<file path="src/rtl/pong_score_pkg.sv">
package pong_score_pkg;

  // Player index: the left player is credited for right-edge hits.
  typedef enum logic {
    PLAYER_LEFT  = 1'b0,
    PLAYER_RIGHT = 1'b1
  } player_e;

  // Edge index used by the contact detectors.
  localparam int unsigned EDGE_LEFT  = 0;
  localparam int unsigned EDGE_RIGHT = 1;
  localparam int unsigned NUM_EDGES  = 2;

endpackage

</file>
<file path="src/rtl/pong_wall_sense.sv">
module pong_wall_sense #(
  parameter int unsigned    XW   = 10,
  parameter logic [XW-1:0]  SPOT = '0
) (
  input  logic          clk,
  input  logic          rst,
  input  logic          upd,
  input  logic [XW-1:0] ball_x,
  output logic          entry
);

  logic on_spot;
  logic was_on_spot;

  assign on_spot = (ball_x == SPOT);

  // Pulse only for the first strobe that finds the ball on this edge.
  always_comb entry = upd && on_spot && !was_on_spot;

  always_ff @(posedge clk) begin
    if (rst) begin
      was_on_spot <= 1'b0;
    end else if (upd) begin
      was_on_spot <= on_spot;
    end
  end

endmodule

</file>
<file path="src/rtl/pong_score_digit.sv">
module pong_score_digit #(
  parameter int unsigned SW = 4
) (
  input  logic          clk,
  input  logic          rst,
  input  logic          inc,
  output logic [SW-1:0] value
);

  always_ff @(posedge clk) begin
    if (rst) begin
      value <= '0;
    end else if (inc) begin
      value <= value + SW'(1);
    end
  end

endmodule

</file>
<file path="src/rtl/pong_score_keeper.sv">
module pong_score_keeper
  import pong_score_pkg::*;
#(
  parameter int unsigned XW      = 10,
  parameter int unsigned X_MAX   = 639,
  parameter int unsigned WIN_PTS = 9,
  localparam int unsigned SW     = $clog2(WIN_PTS + 1)
) (
  input  logic          clk,
  input  logic          rst,
  input  logic          upd,
  input  logic [XW-1:0] ball_x,
  output logic [SW-1:0] score_left,
  output logic [SW-1:0] score_right,
  output logic          game_over
);

  localparam logic [XW-1:0] RIGHT_SPOT = XW'(X_MAX);
  localparam logic [SW-1:0] LAST_STEP  = SW'(WIN_PTS - 1);

  logic [NUM_EDGES-1:0] edge_entry;
  logic [1:0]           award;
  logic [SW-1:0]        score_q [2];

  // One contact detector per edge.
  for (genvar e = 0; e < NUM_EDGES; e++) begin : g_edge
    pong_wall_sense #(
      .XW   (XW),
      .SPOT ((e == EDGE_LEFT) ? {XW{1'b0}} : RIGHT_SPOT)
    ) sense_i (
      .clk    (clk),
      .rst    (rst),
      .upd    (upd),
      .ball_x (ball_x),
      .entry  (edge_entry[e])
    );
  end

  // Crosswise credit, blocked once the game is decided.
  always_comb begin
    award[PLAYER_LEFT]  = edge_entry[EDGE_RIGHT] && !game_over;
    award[PLAYER_RIGHT] = edge_entry[EDGE_LEFT]  && !game_over;
  end

  for (genvar p = 0; p < 2; p++) begin : g_player
    pong_score_digit #(
      .SW (SW)
    ) digit_i (
      .clk   (clk),
      .rst   (rst),
      .inc   (award[p]),
      .value (score_q[p])
    );
  end

  // Registered flag: set by the award that reaches the winning count.
  always_ff @(posedge clk) begin
    if (rst) begin
      game_over <= 1'b0;
    end else if ((award[PLAYER_LEFT]  && score_q[PLAYER_LEFT]  == LAST_STEP) ||
                 (award[PLAYER_RIGHT] && score_q[PLAYER_RIGHT] == LAST_STEP)) begin
      game_over <= 1'b1;
    end
  end

  assign score_left  = score_q[PLAYER_LEFT];
  assign score_right = score_q[PLAYER_RIGHT];

endmodule

</file>
<file path="config.mk">
export PLATFORM = sky130hd
export DESIGN_NAME = pong_score_keeper
export DESIGN_NICKNAME = d
export VERILOG_FILES = /design/src/rtl/pong_score_pkg.sv /design/src/rtl/pong_wall_sense.sv /design/src/rtl/pong_score_digit.sv /design/src/rtl/pong_score_keeper.sv
export SDC_FILE = /design/constraint.sdc
export NUM_CORES = 1
export LEC_CHECK = 0
export BUFFER_PORTS_ARGS = -buffer_cell sky130_fd_sc_hd__buf_2
export CORE_ASPECT_RATIO = 0.9
export CORE_UTILIZATION = 35
export DETAILED_ROUTE_END_ITERATION = 8
export HOLD_SLACK_MARGIN = 0.1
export PLACE_DENSITY_LB_ADDON = 0.12
export RECOVER_POWER = 50
export SLEW_MARGIN = 15
export SYNTH_ARGS = -nofsm -noshare
export SYNTH_HDL_FRONTEND = slang
export SYNTH_SLANG_ARGS = --single-unit
export TNS_END_PERCENT = 10
</file>
<file path="constraint.sdc">
create_clock -name clk -period 1.65 [get_ports clk]
set_input_delay 0.2475 -clock clk [delete_from_list [all_inputs] [get_ports clk]]
set_output_delay 0.2475 -clock clk [all_outputs]
set_load 0.01 [all_outputs]
</file>
==> flow_summary.ini <==
[outcome]
status = finished clean

[floorplanning]
rows = 13
dieHeight_um = 41.4
start_util_pct = 39.4
ioPinCount = 22
core_area_sq_um = 1530
die_area_sq_um = 1890
die_x_um = 45.8

[placed_design]
placed_cells = 113
routabilityCongestion = 0.736
placed_area_sq_um = 769
hpwl_um = 947
io_buffers = 21

[timing]
fmax_mhz = 719
worstMarginPinSlew_ps = 241
max-slew-margin-rel_pct = 83.8
slew_violations = 0
hold_viol_final = 0
rsz0062_at_grt = no
tns_ps = 0
setup_violations = 0
fin_crit_ps = 1390
fin_crit_sh_pct = 84.3
holdWs_ps = 294
fin_worst_skew_ps = 4.45

[clock_network]
clock-sinks = 11
cts_buffers = 3
path_clk_slew_ps = 70
postCtsSetupBuffers = 0
cts.path.max_buffers = 2
cts.repair.resized = 0
root_buffer = clkbuf_4
cts-htree-levels = 1
cts_tree = built
clk_latency_ps = 270
cts_hold_buf = 0

[global_routing]
grt-ovfl-total = 0
antenna_found_initial = 0
grt_use_total_pct = 15.7
grt_pass1_wl_mm = 2.04
grt_pass1_vias = 502
grt_start_max_net_pins = 14

[yosys]
synthTopCellsByArea = dfxtp_1 (37%), ha_1 (8.3%), nor2_1 (5.6%), a21oi_1 (5.0%), nand4bb_4 (4.6%)
avgSynthCellArea_sq_um = 9.14
synthCells = 66
yosysWarnings = 0
ys_types = 25
synth-compound-area-share_pct = 9.13
synthesis.nets = 83
synth_top_area_cell = dfxtp_1
ys_seq_elements = 11
synth_area_sq_um = 603
synthAdderAreaFrac_pct = 8.30
synth_top_family_by_area = simple AND/OR/NAND/NOR gates
synth_top_cell_area_share_pct = 36.5
synth_xor_area_share_pct = 2.90
synthMuxAreaShare_pct = 5.19
yosysSeqAreaShare_pct = 36.5
synthSimpleGateAreaFrac_pct = 34.2

[power_and_ir_drop]
p_leak_uw = 0.000310
ir_drop_v = 0.000417
powerDensity_nw_per_um2 = 621

[drt]
vias = 548
met1Wirelength_um = 607
ant_nets = 0
drc_errors = 0
avgViaCountPerCell = 4.68
routed.top_layer = met3
wl_mm = 1.22
firstDrtPassIters = 3
wl_per_cell_um = 10.4
met3_length_um = 66
wl_met2_um = 545
drt_iter0_drc = 6

[run]
max_cap_violations = 0

[critical_path]
cp.arrival_ps = 1600
crit_fanout = 4
start_kind = primary input
cp.required_ps = 1860
critPathCaptureType = flop
critPathKind = in -> reg

[final_layout]
fin_area_sq_um = 785
antennaDiodeCount = 0
final_common_cell = buf_2
area_growth_syn_to_layout_pct = 30.1
drive_above_1_share_pct = 25.3
finalNetCount = 113
instances_no_fill = 117
finish.utilization_pct = 51.3
layout_common_cells = buf_2 (12), dfxtp_1 (11), clkbuf_1 (10)

[worst_hold_path]
min_path_type = in -> reg
-- power by group --
part	internal [uW]	leakage (uW)	switching, uW
Combinational	19.4	0.000206	15.9
Clock	93.7	0.0000150	93.2
Sequential	265	0.0000885	0.0579
Total	378	0.000310	109
-- synthesized netlist by cell type --
library cell,n
nand4_1,3
nor2b_1,1
nor4_1,1
nor4bb_1,1
nand4bb_4,1
clkbuf_1,1
a21oi_1,6
xnor2_1,2
or4_1,1
mux2i_1,2
nand2b_1,4
nor2_1,9
a31oi_1,1
nand2_1,2
o21ai_0,2
or3b_4,1
a31o_2,1
nor4b_4,1
dfxtp_1,11
or3_1,3
nand3_1,1
mux2_1,1
ha_1,4
inv_1,5
nor3_1,1
-- worst max-delay path: stages --
cell,delay (ps)
buf_2,100
or4_1,540
nand4bb_4,250
or3_1,320
a21oi_1,140
-- area by class of cell --
cell class	count	area [sq um]
Fill cell	166	744
Multi-Input combinational cell	49	360
Sequential cell	11	220
Timing Repair Buffer	26	131
Tap cell	22	27.5
Clock buffer	4	26.3
Inverter	5	18.8
-- worst paths after layout --
| check | start | endpoint | slack, ps | cells after the start |
|---|---|---|---|---|
| max | ball_x[0] | g_player[1].digit_i.value[3]$_SDFFE_PP0P_ | 260 | 5 |
| min | rst | g_player[1].digit_i.value[0]$_SDFFE_PP0P_ | 290 | 2 |
| max reg2reg | game_over$_SDFFE_PP0P_ | g_player[0].digit_i.value[3]$_SDFFE_PP0P_ | 430 | 4 |
| min reg2reg | g_edge[1].sense_i.was_on_spot$_SDFFE_PP0P_ | g_edge[1].sense_i.was_on_spot$_SDFFE_PP0P_ | 490 | 2 |
-- registers in the layout, summed over array words and instances, names as in the netlist --
signal                      count
g_player.digit_i.value          8
g_edge.sense_i.was_on_spot      2
game_over                       1
-- layer usage --
layer / vias to the layer above / global-route usage, %
li1: 290 / -
met1: 245 / 17.2
met2: 13 / 28.6
met3: 0 / 6.47
met4: 0 / 4.41
met5: - / 0
-- logic make-up (layout without fill, tap and decap cells) --
logic type,count (synthesis),after routing
flip-flops,11,11
multiplexers,3,3
AO/OA/AOI/OAI,10,10
buffers and inverters,6,35
XOR/XNOR,2,2
AND/OR/NAND/NOR,30,30
adder cells (fa/ha/maj),4,4
-- stage by stage --
stage                     setup WS, ps  power [uW]
final                              259         487
after detailed placement         -26.4         307
after global placement           -13.4         307
after global routing               192         513
after floorplan                   35.6         284
after CTS                          261         498
Note: power is estimated with default switching activity, not from simulation.
